===== config.mk =====
export PLATFORM = sky130hd
export DESIGN_NAME = ctl_serial_regbank
export DESIGN_NICKNAME = d
export VERILOG_FILES = /design/src/rtl/ctl_pkg.sv /design/src/rtl/ctl_line_sync.sv /design/src/rtl/ctl_link_fsm.sv /design/src/rtl/ctl_reg_file.sv /design/src/rtl/ctl_serial_regbank.sv
export SDC_FILE = /design/constraint.sdc
export NUM_CORES = 1
export LEC_CHECK = 0
export ABC_AREA = 1
export BUFFER_PORTS_ARGS = -buffer_cell sky130_fd_sc_hd__buf_2
export CAP_MARGIN = 15
export CORE_MARGIN = 2
export CORE_UTILIZATION = 40
export CTS_CLUSTER_SIZE = 8
export DETAILED_ROUTE_END_ITERATION = 8
export MAX_ROUTING_LAYER = met4
export PLACE_DENSITY = 0.7
export SYNTH_ARGS = -nofsm -noshare
export SYNTH_HDL_FRONTEND = slang
export SYNTH_HIERARCHICAL = 1
export SYNTH_SLANG_ARGS = --single-unit

===== constraint.sdc =====
create_clock -name clk -period 1.97 [get_ports clk]
set_input_delay 0 -clock clk [delete_from_list [all_inputs] [get_ports clk]]
set_output_delay 0 -clock clk [all_outputs]
set_load 0.02 [all_outputs]

===== src/rtl/ctl_pkg.sv =====
package ctl_pkg;

    typedef enum logic [3:0] {
        LK_IDLE,
        LK_ADDR,
        LK_ADDR_ACK,
        LK_SUB,
        LK_SUB_ACK,
        LK_WDATA,
        LK_WDATA_ACK,
        LK_RDATA,
        LK_RDATA_ACK
    } link_state_t;

    localparam int          MODE_A_IDX_D  = 1;
    localparam int          MODE_B_IDX_D  = 4;
    localparam int          FREQ_IDX_D    = 5;
    localparam logic [7:0]  MODE_A_INIT_D = 8'h48;
    localparam logic [7:0]  MODE_B_INIT_D = 8'h10;
    localparam logic [31:0] FREQ_INIT_D   = 32'h21F07C16;

    // Reset value for register idx, given where the non-zero registers sit.
    function automatic logic [7:0] reg_init(
        input int          idx,
        input int          ma_idx,
        input int          mb_idx,
        input int          fq_idx,
        input logic [7:0]  ma_val,
        input logic [7:0]  mb_val,
        input logic [31:0] fq_val
    );
        logic [31:0] shifted;
        if (idx == ma_idx) return ma_val;
        if (idx == mb_idx) return mb_val;
        if (idx >= fq_idx && idx < fq_idx + 4) begin
            shifted = fq_val >> ((idx - fq_idx) * 8);
            return shifted[7:0];
        end
        return 8'h00;
    endfunction

endpackage


===== src/rtl/ctl_line_sync.sv =====
module ctl_line_sync #(
    parameter int SYNC_STAGES = 2
) (
    input  logic clk,
    input  logic rst_n,
    input  logic scl_in,
    input  logic sda_in,
    output logic scl_lvl,
    output logic sda_lvl,
    output logic scl_rise,
    output logic scl_fall,
    output logic bus_start,
    output logic bus_stop
);

    logic [SYNC_STAGES-1:0] scl_pipe;
    logic [SYNC_STAGES-1:0] sda_pipe;
    logic                   scl_prev;
    logic                   sda_prev;

    // Idle bus level is high; reset the pipes high to avoid phantom edges.
    always_ff @(posedge clk or negedge rst_n) begin
        if (!rst_n) begin
            scl_pipe <= '1;
            sda_pipe <= '1;
            scl_prev <= 1'b1;
            sda_prev <= 1'b1;
        end else begin
            scl_pipe <= {scl_pipe[SYNC_STAGES-2:0], scl_in};
            sda_pipe <= {sda_pipe[SYNC_STAGES-2:0], sda_in};
            scl_prev <= scl_pipe[SYNC_STAGES-1];
            sda_prev <= sda_pipe[SYNC_STAGES-1];
        end
    end

    assign scl_lvl   = scl_pipe[SYNC_STAGES-1];
    assign sda_lvl   = sda_pipe[SYNC_STAGES-1];
    assign scl_rise  = scl_lvl & ~scl_prev;
    assign scl_fall  = ~scl_lvl & scl_prev;
    assign bus_start = scl_lvl & scl_prev & sda_prev & ~sda_lvl;
    assign bus_stop  = scl_lvl & scl_prev & ~sda_prev & sda_lvl;

endmodule


===== src/rtl/ctl_link_fsm.sv =====
module ctl_link_fsm
    import ctl_pkg::*;
#(
    parameter logic [6:0] DEV_ADDR = 7'h2A,
    parameter int         SEL_BIT  = 1,
    parameter int         PTR_W    = 8
) (
    input  logic             clk,
    input  logic             rst_n,
    input  logic             scl_rise,
    input  logic             scl_fall,
    input  logic             sda_lvl,
    input  logic             bus_start,
    input  logic             bus_stop,
    input  logic             addr_sel,
    input  logic [7:0]       rd_byte,
    output logic [PTR_W-1:0] rd_addr,
    output logic             sda_pull,
    output logic             wr_en,
    output logic [PTR_W-1:0] wr_addr,
    output logic [7:0]       wr_data
);

    localparam logic [3:0] BYTE_BITS = 4'd8;

    link_state_t      state, state_nx;
    logic [3:0]       bit_cnt;
    logic [7:0]       rx_sh;
    logic [7:0]       tx_sh;
    logic [PTR_W-1:0] ptr;
    logic             rw_q;
    logic             mst_ack;
    logic [6:0]       my_addr;
    logic             addr_hit;
    logic             byte_done;

    always_comb begin
        my_addr          = DEV_ADDR;
        my_addr[SEL_BIT] = addr_sel;
    end

    assign addr_hit  = (rx_sh[7:1] == my_addr);
    assign byte_done = scl_fall && (bit_cnt == BYTE_BITS);
    assign rd_addr   = ptr;

    // Next-state logic.
    always_comb begin
        state_nx = state;
        if (bus_stop) begin
            state_nx = LK_IDLE;
        end else if (bus_start) begin
            state_nx = LK_ADDR;
        end else begin
            unique case (state)
                LK_IDLE:      state_nx = LK_IDLE;
                LK_ADDR:      if (byte_done) state_nx = addr_hit ? LK_ADDR_ACK : LK_IDLE;
                LK_ADDR_ACK:  if (scl_fall)  state_nx = rw_q ? LK_RDATA : LK_SUB;
                LK_SUB:       if (byte_done) state_nx = LK_SUB_ACK;
                LK_SUB_ACK:   if (scl_fall)  state_nx = LK_WDATA;
                LK_WDATA:     if (byte_done) state_nx = LK_WDATA_ACK;
                LK_WDATA_ACK: if (scl_fall)  state_nx = LK_WDATA;
                LK_RDATA:     if (byte_done) state_nx = LK_RDATA_ACK;
                LK_RDATA_ACK: if (scl_fall)  state_nx = mst_ack ? LK_RDATA : LK_IDLE;
                default:      state_nx = LK_IDLE;
            endcase
        end
    end

    // State register.
    always_ff @(posedge clk or negedge rst_n) begin
        if (!rst_n) state <= LK_IDLE;
        else        state <= state_nx;
    end

    // Outputs and datapath.
    always_ff @(posedge clk or negedge rst_n) begin
        if (!rst_n) begin
            bit_cnt  <= '0;
            rx_sh    <= '0;
            tx_sh    <= '0;
            ptr      <= '0;
            rw_q     <= 1'b0;
            mst_ack  <= 1'b0;
            sda_pull <= 1'b0;
            wr_en    <= 1'b0;
            wr_addr  <= '0;
            wr_data  <= '0;
        end else begin
            wr_en <= 1'b0;
            if (bus_stop || bus_start) begin
                sda_pull <= 1'b0;
                bit_cnt  <= '0;
            end else begin
                unique case (state)
                    LK_ADDR, LK_SUB, LK_WDATA: begin
                        if (scl_rise && bit_cnt < BYTE_BITS) begin
                            rx_sh   <= {rx_sh[6:0], sda_lvl};
                            bit_cnt <= bit_cnt + 4'd1;
                        end
                        if (byte_done) begin
                            bit_cnt <= '0;
                            if (state == LK_ADDR) begin
                                if (addr_hit) begin
                                    rw_q     <= rx_sh[0];
                                    sda_pull <= 1'b1;
                                end
                            end else if (state == LK_SUB) begin
                                ptr      <= rx_sh;
                                sda_pull <= 1'b1;
                            end else begin
                                wr_en    <= 1'b1;
                                wr_addr  <= ptr;
                                wr_data  <= rx_sh;
                                ptr      <= ptr + 1'b1;
                                sda_pull <= 1'b1;
                            end
                        end
                    end
                    LK_ADDR_ACK: begin
                        if (scl_fall) begin
                            bit_cnt <= '0;
                            if (rw_q) begin
                                tx_sh    <= rd_byte;
                                sda_pull <= ~rd_byte[7];
                                ptr      <= ptr + 1'b1;
                            end else begin
                                sda_pull <= 1'b0;
                            end
                        end
                    end
                    LK_SUB_ACK, LK_WDATA_ACK: begin
                        if (scl_fall) sda_pull <= 1'b0;
                    end
                    LK_RDATA: begin
                        if (scl_rise && bit_cnt < BYTE_BITS) bit_cnt <= bit_cnt + 4'd1;
                        if (scl_fall) begin
                            if (bit_cnt == BYTE_BITS) begin
                                sda_pull <= 1'b0;
                                bit_cnt  <= '0;
                            end else begin
                                tx_sh    <= {tx_sh[6:0], 1'b0};
                                sda_pull <= ~tx_sh[6];
                            end
                        end
                    end
                    LK_RDATA_ACK: begin
                        if (scl_rise) mst_ack <= ~sda_lvl;
                        if (scl_fall) begin
                            bit_cnt <= '0;
                            if (mst_ack) begin
                                tx_sh    <= rd_byte;
                                sda_pull <= ~rd_byte[7];
                                ptr      <= ptr + 1'b1;
                            end else begin
                                sda_pull <= 1'b0;
                            end
                        end
                    end
                    default: sda_pull <= 1'b0;
                endcase
            end
        end
    end

endmodule


===== src/rtl/ctl_reg_file.sv =====
module ctl_reg_file
    import ctl_pkg::*;
#(
    parameter int          NUM_REGS    = 26,
    parameter int          PTR_W       = 8,
    parameter int          MODE_A_IDX  = MODE_A_IDX_D,
    parameter int          MODE_B_IDX  = MODE_B_IDX_D,
    parameter int          FREQ_IDX    = FREQ_IDX_D,
    parameter logic [7:0]  MODE_A_INIT = MODE_A_INIT_D,
    parameter logic [7:0]  MODE_B_INIT = MODE_B_INIT_D,
    parameter logic [31:0] FREQ_INIT   = FREQ_INIT_D
) (
    input  logic                  clk,
    input  logic                  rst_n,
    input  logic                  wr_en,
    input  logic [PTR_W-1:0]      wr_addr,
    input  logic [7:0]            wr_data,
    input  logic [PTR_W-1:0]      rd_addr,
    output logic [7:0]            rd_data,
    output logic [NUM_REGS*8-1:0] regs_flat,
    output logic [31:0]           freq_word
);

    localparam int               IDX_W   = $clog2(NUM_REGS);
    localparam logic [PTR_W-1:0] REG_LIM = PTR_W'(NUM_REGS);
    localparam logic [PTR_W-1:0] FREQ_HI = PTR_W'(FREQ_IDX + 3);

    logic [7:0] regs_q [NUM_REGS];

    for (genvar g = 0; g < NUM_REGS; g++) begin : g_reg
        localparam logic [7:0] INIT = reg_init(g, MODE_A_IDX, MODE_B_IDX, FREQ_IDX,
                                               MODE_A_INIT, MODE_B_INIT, FREQ_INIT);
        always_ff @(posedge clk or negedge rst_n) begin
            if (!rst_n)                                     regs_q[g] <= INIT;
            else if (wr_en && wr_addr == PTR_W'(g))         regs_q[g] <= wr_data;
        end
        assign regs_flat[g*8 +: 8] = regs_q[g];
    end

    // Whole-word commit on the top byte.
    always_ff @(posedge clk or negedge rst_n) begin
        if (!rst_n)
            freq_word <= FREQ_INIT;
        else if (wr_en && wr_addr == FREQ_HI)
            freq_word <= {wr_data, regs_q[FREQ_IDX+2], regs_q[FREQ_IDX+1], regs_q[FREQ_IDX]};
    end

    always_comb begin
        rd_data = 8'h00;
        if (rd_addr < REG_LIM) rd_data = regs_q[rd_addr[IDX_W-1:0]];
    end

endmodule


===== src/rtl/ctl_serial_regbank.sv =====
module ctl_serial_regbank
    import ctl_pkg::*;
#(
    parameter int          NUM_REGS    = 26,
    parameter logic [6:0]  DEV_ADDR    = 7'h2A,
    parameter int          SEL_BIT     = 1,
    parameter int          SYNC_STAGES = 2,
    parameter int          PTR_W       = 8,
    parameter int          MODE_A_IDX  = MODE_A_IDX_D,
    parameter int          MODE_B_IDX  = MODE_B_IDX_D,
    parameter int          FREQ_IDX    = FREQ_IDX_D,
    parameter logic [7:0]  MODE_A_INIT = MODE_A_INIT_D,
    parameter logic [7:0]  MODE_B_INIT = MODE_B_INIT_D,
    parameter logic [31:0] FREQ_INIT   = FREQ_INIT_D
) (
    input  logic                  clk,
    input  logic                  rst_n,
    input  logic                  scl_in,
    input  logic                  sda_in,
    output logic                  sda_pull,
    input  logic                  addr_sel,
    output logic [NUM_REGS*8-1:0] regs_flat,
    output logic [31:0]           freq_word
);

    logic             scl_lvl, sda_lvl, scl_rise, scl_fall, bus_start, bus_stop;
    logic [7:0]       rd_byte;
    logic [PTR_W-1:0] rd_addr;
    logic             wr_en;
    logic [PTR_W-1:0] wr_addr;
    logic [7:0]       wr_data;

    ctl_line_sync #(
        .SYNC_STAGES(SYNC_STAGES)
    ) u_sync (
        .clk      (clk),
        .rst_n    (rst_n),
        .scl_in   (scl_in),
        .sda_in   (sda_in),
        .scl_lvl  (scl_lvl),
        .sda_lvl  (sda_lvl),
        .scl_rise (scl_rise),
        .scl_fall (scl_fall),
        .bus_start(bus_start),
        .bus_stop (bus_stop)
    );

    ctl_link_fsm #(
        .DEV_ADDR(DEV_ADDR),
        .SEL_BIT (SEL_BIT),
        .PTR_W   (PTR_W)
    ) u_link (
        .clk      (clk),
        .rst_n    (rst_n),
        .scl_rise (scl_rise),
        .scl_fall (scl_fall),
        .sda_lvl  (sda_lvl),
        .bus_start(bus_start),
        .bus_stop (bus_stop),
        .addr_sel (addr_sel),
        .rd_byte  (rd_byte),
        .rd_addr  (rd_addr),
        .sda_pull (sda_pull),
        .wr_en    (wr_en),
        .wr_addr  (wr_addr),
        .wr_data  (wr_data)
    );

    ctl_reg_file #(
        .NUM_REGS   (NUM_REGS),
        .PTR_W      (PTR_W),
        .MODE_A_IDX (MODE_A_IDX),
        .MODE_B_IDX (MODE_B_IDX),
        .FREQ_IDX   (FREQ_IDX),
        .MODE_A_INIT(MODE_A_INIT),
        .MODE_B_INIT(MODE_B_INIT),
        .FREQ_INIT  (FREQ_INIT)
    ) u_regs (
        .clk      (clk),
        .rst_n    (rst_n),
        .wr_en    (wr_en),
        .wr_addr  (wr_addr),
        .wr_data  (wr_data),
        .rd_addr  (rd_addr),
        .rd_data  (rd_byte),
        .regs_flat(regs_flat),
        .freq_word(freq_word)
    );

endmodule


== Word-level counts from Yosys, hierarchy flattened ==
Cells that the tools add are included.
Widths: inputs -> output; s select.

* Order comparisons: 3
* Reductions and logical operators: 45
* $add $sub $neg: 2
* Muxes and demuxes: 56
* Eq/ne operators: 57
* Bitwise operators: 17

{| class="wikitable"
|+ Operator list
! operator !! number
|-
| $eq 8x5->1 const B || 10
|-
| $mux 8 || 10
|-
| $eq 8x4->1 const B || 8
|-
| $mux 4 || 15
|-
| $mux 7 || 6
|-
| $bmux 8 s5 || 1
|-
| $eq 8x3->1 const B || 4
|-
| $logic_and 1x1->1 || 28
|-
| $ne 4x1->1 const B || 7
|-
| $pmux 4 s7 || 1
|-
| $pmux 8 s3 || 1
|-
| $pmux 7 s3 || 1
|-
| $ne 3x1->1 const B || 6
|-
| $eq 4x3->1 const B || 4
|-
| $eq 8x2->1 const B || 2
|-
| $mux 1 || 16
|-
| $reduce_and 8->1 || 2
|-
| $ne 2x1->1 const B || 6
|-
| $pmux 4 s3 || 1
|-
| $reduce_and 5->1 || 2
|-
| $not 1->1 || 9
|-
| $add 8x1->8 const B || 1
|-
| $eq 4x2->1 const B || 2
|-
| $eq 4x4->1 const B || 2
|-
| 24 further kinds || 35
|}

* Register bits after elaboration: 297
* Input port bits: 5
* Logic and storage cells: 222

== Depth between registers and ports, before layout ==
* Word-level depth: 10
* Mapped depth: 15
* Depth with buffers taken out: 14

== Cells and area by module ==
The synthesis kept the hierarchy.

{| class="wikitable"
|+ Modules (own cells, without submodules)
! module !! area each (um2) !! cells an instance !! instances !! sequential area each (um2)
|-
| ctl_reg_file || 11,094.4 || 1,460 || 1 || 5,841.9
|-
| ctl_link_fsm || 2,768.9 || 369 || 1 || 1,276.2
|-
| ctl_line_sync || 198.9 || 17 || 1 || 157.7
|}

== Worst setup path after synthesis ==
Ideal clock, no wire load.

* Path kind: register to register
* Start point: reg u_link.ptr[2] (netlist: u_link/rd_addr[2])
* End point: reg u_link.sda_pull
* Clock period less this slack: 1.728 ns
* Path slack: 0.242 ns
* Stages on the path, launching flop included: 16
* Data arrival time: 1.607 ns
* Buffers on the path: 1
* Cell sequence: dfrtp_1 buf_2 inv_2 nand2_1 nor2_1 nand2_1 nand3_1 nor2_1 nand2_1 nand2_1 nor2_1 inv_1 nand3_1 nand3_1 nand3_1 nand2_1

* Word-level cells in the longest chain between the ends: 10
* Elaborated cells between the ends (all ways): 13

{| class="wikitable"
|+ RTL lines
! element !! RTL line !! RTL
|-
| start: declaration || ctl_link_fsm.sv:30 || <nowiki>logic [PTR_W-1:0] ptr;</nowiki>
|-
| start signal: assignment || ctl_link_fsm.sv:108 || <nowiki>ptr <= rx_sh;</nowiki>
|-
| start signal: assignment || ctl_link_fsm.sv:114 || <nowiki>ptr <= ptr + 1'b1;</nowiki>
|-
| start signal: assignment || ctl_link_fsm.sv:125 || <nowiki>ptr <= ptr + 1'b1;</nowiki>
|-
| $not 5->6 (not written as such) || ctl_reg_file.sv:50 || <nowiki>if (rd_addr < REG_LIM) rd_data = regs_q[rd_addr[IDX_W-1:0]];</nowiki>
|-
| $bmux 8 s5 || ctl_reg_file.sv:50 ||
|-
| $mux 8 (not written as such) (2 in a row) || ctl_reg_file.sv:50 ||
|-
| $mux 8 * || ctl_reg_file.sv:50 ||
|-
| net rd_byte[7] || ctl_serial_regbank.sv:27 || <nowiki>logic [7:0] rd_byte;</nowiki>
|-
| $not 1->1 * || ctl_link_fsm.sv:124, ctl_link_fsm.sv:152 ||
|-
| $mux 1 (on tied branches) || ctl_link_fsm.sv:150, ctl_link_fsm.sv:122 ||
|-
| $mux 1 (on tied branches) || ctl_link_fsm.sv:148, ctl_link_fsm.sv:120 ||
|-
| $pmux 1 s5 * || ctl_link_fsm.sv:94 || <nowiki>unique case (state)</nowiki>
|-
| $mux 1 * || ctl_link_fsm.sv:90 || <nowiki>if (bus_stop || bus_start) begin</nowiki>
|-
| end signal: assignment || ctl_link_fsm.sv:124 || <nowiki>sda_pull <= ~rd_byte[7];</nowiki>
|-
| end signal: assignment || ctl_link_fsm.sv:142 || <nowiki>sda_pull <= ~tx_sh[6];</nowiki>
|-
| end signal: assignment || ctl_link_fsm.sv:152 || <nowiki>sda_pull <= ~rd_byte[7];</nowiki>
|-
| end: declaration || ctl_link_fsm.sv:18 || <nowiki>output logic sda_pull,</nowiki>
|}

Mark *: on every way through the listed nets, which the timed path passes. The rest lies on a longest branch. The select of a mux whose other input is x is not followed.
A chain may end at the register's enable or synchronous reset.

== Worst setup path in the final report ==
* Start point: reg u_link.ptr[0] (netlist: u_link/rd_addr[0])
* End point: reg u_link.tx_sh[3]

* Word-level cells in the longest chain between the ends: 8
* Elaborated cells between the ends (all ways): 11

{| class="wikitable"
|+ RTL lines
! element !! RTL line !! RTL
|-
| $not 5->6 (not written as such) || ctl_reg_file.sv:50 ||
|-
| $bmux 8 s5 || ctl_reg_file.sv:50 ||
|-
| $mux 8 (not written as such) (2 in a row) || ctl_reg_file.sv:50 ||
|-
| $mux 8 * || ctl_reg_file.sv:50 ||
|-
| net rd_byte[3] || ctl_serial_regbank.sv:27 ||
|-
| $mux 7 (on tied branches) || ctl_link_fsm.sv:150, ctl_link_fsm.sv:122 ||
|-
| $mux 7 (on tied branches) || ctl_link_fsm.sv:148, ctl_link_fsm.sv:120 ||
|-
| $pmux 7 s3 * || ctl_link_fsm.sv:94 ||
|-
| end signal: assignment || ctl_link_fsm.sv:123 || <nowiki>tx_sh <= rd_byte;</nowiki>
|-
| end signal: assignment || ctl_link_fsm.sv:141 || <nowiki>tx_sh <= {tx_sh[6:0], 1'b0};</nowiki>
|-
| end signal: assignment || ctl_link_fsm.sv:151 || <nowiki>tx_sh <= rd_byte;</nowiki>
|-
| end: declaration || ctl_link_fsm.sv:29 || <nowiki>logic [7:0] tx_sh;</nowiki>
|}

Marked as above.

==> impl_results.md <==
- Max_cap viols: 0
- Fill count: 3322
- CP arrival: 2.40 ns
- Die Ht: 192 µm
- Final WL: 52.3 mm
- Lkg Pwr: 0.00908 µW
- R2r worst-path depth: 14
- DP Cell Count: 2522
- Final WS setup: -0.0155 ns
- Synth Instances: 1846
- Final setup viols: 1
- Worst vdd ir: 0.000679 V
- Sequential share of power: 34.7%
- WS Path Type: reg -> reg
- CTS max path bufs: 3
- Largest net degree at the start of global routing: 87
- Iteration-0 DRC Markers: 1405
- Area grow syn2layout: 25.9%
- Reg2reg setup slack: -0.02 ns
- Period utilization: 101%
- Main combinational cell family by area after synthesis: simple AND/OR/NAND/NOR gates
- Hold WS: 0.0980 ns
- Core area: 34500 µm²
- Synth Net Count: 1854
- Global placement routability congestion: 0.978
- Multiplexer share of the synthesized area: 0%
- Initial antenna violation count: 0
- Initial Util: 40.7%
- EDFF count, synth: 0
- Total number of vias: 13900
- Clock transition at path regs: 0.06 ns
- Fmax: 504 MHz
- Status: finished with violations
- ANT nets after route: 0
- Pre-antenna DRT Iters: 6
- Clk Latency, worst-skew pair: 0.53 ns
- Logic pwr share: 27.6%
- Final cell count without fillers: 2610
- # diodes: 0
- Clk sinks: 289
- Layout Nets: 2130
- CP startpoint kind: flop
- Syn avg cell area: 7.62 µm²
- Hold Crit Class: in -> reg
- Pins Over Slew Limit: 0
- Critical Path End Type: flop
- Reg-to-Reg End: u_link/tx_sh[3]
- CTS tree: done
- Synth Area in Compound Gates: 11.1%
- Rel. slew slack: 56.5%
- Yosys warning count: 6
- Fin Setup TNS: -0.0155 ns
- Cell-internal power: 12300 µW
- Vias in the first global route: 12800
- Sw Ratio: 32.7%
- Layout cells sized above 1: 21.7%
- Post-synth top flop: dfrtp_1
- Chip width: 192 µm
- Net Sw Power: 5990 µW
- Final Hold Viols: 0
- Num CTS Buffers: 42
- Dpl hpwl: 37.0 mm
- H-tree depth: 2
- Drt wl/cell: 20.0 µm
- First-pass GRT wire length: 77.1 mm
- Worst slew pin tran: 0.651 ns
- Setup Skew: 0.0142 ns
- Post-synthesis simple-gate area fraction: 28.3%
- FF-to-FF Start: u_link/rd_addr[0]
- Post-synthesis register bit count: 289
- Power Density: 1030 nW/µm²
- Site Rows: 68
- Adder-cell share of the synthesized area: 0.267%
- Setup crit end: u_link/tx_sh[3]
- Die area: 36700 µm²
- Gr ovfl total: 0
- Post-route minimum period: 1.99 ns
- Synth unique cells: 33
- Root buffer cell: clkbuf_16
- DRC: 0
- Worst-path maximum fanout: 15
- Failing checks: setup timing
- Critical Path Source: u_link/rd_addr[0]
- CP required: 2.39 ns
- Total power: 18300 µW
- Register area share after synthesis: 51.7%
- RSZ-0062 raised after global routing: true
- PortBufs: 245
- Synth Cell Area: 14100 µm²
- Post-synth ARST share: 100%
- Synth Area in XOR/XNOR: 0.0623%
- Via density: 5.31
- Clock power frac: 37.7%
- Total track usage: 28.8%
- I/O Pins: 246
final cells by class:
type                    instances  area, µm²  area share (%)
clock buffers                  77       1270            7.15
inverters                     185        704            3.98
multi-input cells            1273       5630            31.8
flip-flops and latches        289       7280            41.1
well taps                     455        569            3.21
repair buffers                331       2250            12.7
critical path: stages (launching register included):
cell and delay (ns):
dfrtp_4 0.55, inv_8 0.11, buf_12 0.16, buf_8 0.15, nand2_1 0.06, nand3_1 0.12, nand3_1 0.14, nand3_1 0.11
nand2_1 0.05, inv_1 0.11, nor2_1 0.06, nand2_1 0.06, nand2_1 0.05, nand3_1 0.07, nand2_1 0.05
power groups by stage:
stage / sequential (µW) / combinational (µW) / clock, µW
after floorplan: 6380 / 2910 / 0
after global placement: 6410 / 4530 / 0
after detailed placement: 6420 / 4550 / 0
after CTS: 6330 / 4600 / 6980
after global routing: 6370 / 5520 / 7240
final: 6350 / 5060 / 6900
metal layers:
layer / wire length [µm] / global-route usage, % / up-vias
met5: 0 / - / -
met4: 1830 / 10.3 / 0
met3: 5030 / 5.69 / 101
met2: 23500 / 43.1 / 752
met1: 21900 / 38.8 / 6613
li1: - / - / 6389
placed cells by master (no fill, tap or decap), types with 2 or more instances in the layout:
master	n
a21oi_1	16
a21oi_2	3
buf_12	22
buf_2	244
buf_4	50
buf_6	5
buf_8	3
clkbuf_1	30
clkbuf_16	48
clkbuf_8	2
dfrtp_1	252
dfstp_2	35
dlygate4sd3_1	4
ha_1	3
inv_1	176
inv_2	6
nand2_1	681
nand2_2	8
nand2_4	2
nand3_1	139
nand3_2	5
nand3b_1	2
nand4_1	8
nor2_1	96
nor2_2	13
nor2_4	6
nor3_1	3
nor3_4	2
o21a_1	2
o21ai_0	261
o21ai_1	10
o21ai_2	8
synth_stat cells (all sizes together), types with 2 or more instances:
master | n | area (µm²)
clkbuf | 53 | 199
ha | 3 | 37.5
o21a | 2 | 15.0
buf | 46 | 308
a21oi | 19 | 95.1
inv | 184 | 691
nor3 | 5 | 47.5
nand2 | 691 | 2620
nand4 | 8 | 50.1
nor2 | 115 | 494
dfstp | 35 | 920
nand3 | 144 | 736
dfrtp | 254 | 6360
nand3b | 2 | 15.0
o21ai | 279 | 1430
cells by family (layout without fill, tap and decap cells):
| group | count (synthesis) | count (layout) |
|---|---|---|
| AND/OR/NAND/NOR | 966 | 966 |
| AO/OA/AOI/OAI | 303 | 303 |
| flip-flops | 289 | 289 |
| buffers and inverters | 284 | 593 |
| adder cells (fa/ha/maj) | 3 | 3 |
| XOR/XNOR | 1 | 1 |
stage by stage:
step | setup WS [ns] | instance area, µm² | util (%)
5_1_grt | -0.0919 | 17700 | 51.3
3_3_place_gp | 0.0189 | 16200 | 46.8
3_5_place_dp | -0.0175 | 16200 | 46.8
2_1_floorplan | 0.242 | 14100 | -
6_report | -0.0155 | 17700 | 51.3
4_1_cts | 0.00784 | 17500 | 50.7
what timing repair did:
| item | 4_1_cts | 5_1_grt |
|---|---|---|
| endpoints found under the hold margin | 258 | 0 |
| setup buffers | 0 | 3 |
| hold buffers | 5 | 0 |
| pin swaps | 0 | 2 |
| setup endpoints to repair | 2 | 60 |
| gates cloned | 0 | 3 |
| resized for setup | 1 | 29 |
worst min-delay path by stage:
stage,startpoint,to,cells after the start
5_1_grt,rst_n,u_regs/regs_flat[14],2
6_report,addr_sel,u_link/rw_q,8
4_1_cts,addr_sel,u_link/rw_q,8
3_5_place_dp,rst_n,u_regs/regs_flat[163],1
3_3_place_gp,rst_n,u_regs/freq_word[7],1
2_1_floorplan,rst_n,u_link/bit_cnt[0],0
flip-flops by register name, indices dropped and copies added (netlist names), 2 cells and up:
| name | flops |
|---|---|
| u_regs/regs_flat | 208 |
| u_regs/freq_word | 24 |
| u_link/rd_addr | 8 |
| u_link/rx_sh | 8 |
| u_link/wr_addr | 8 |
| u_link/wr_data | 8 |
| u_link/tx_sh | 7 |
| u_link/bit_cnt | 4 |
| u_link/state | 4 |
| u_sync/scl_pipe | 2 |
| u_sync/sda_pipe | 2 |
(Power assumes the default switching activity.)
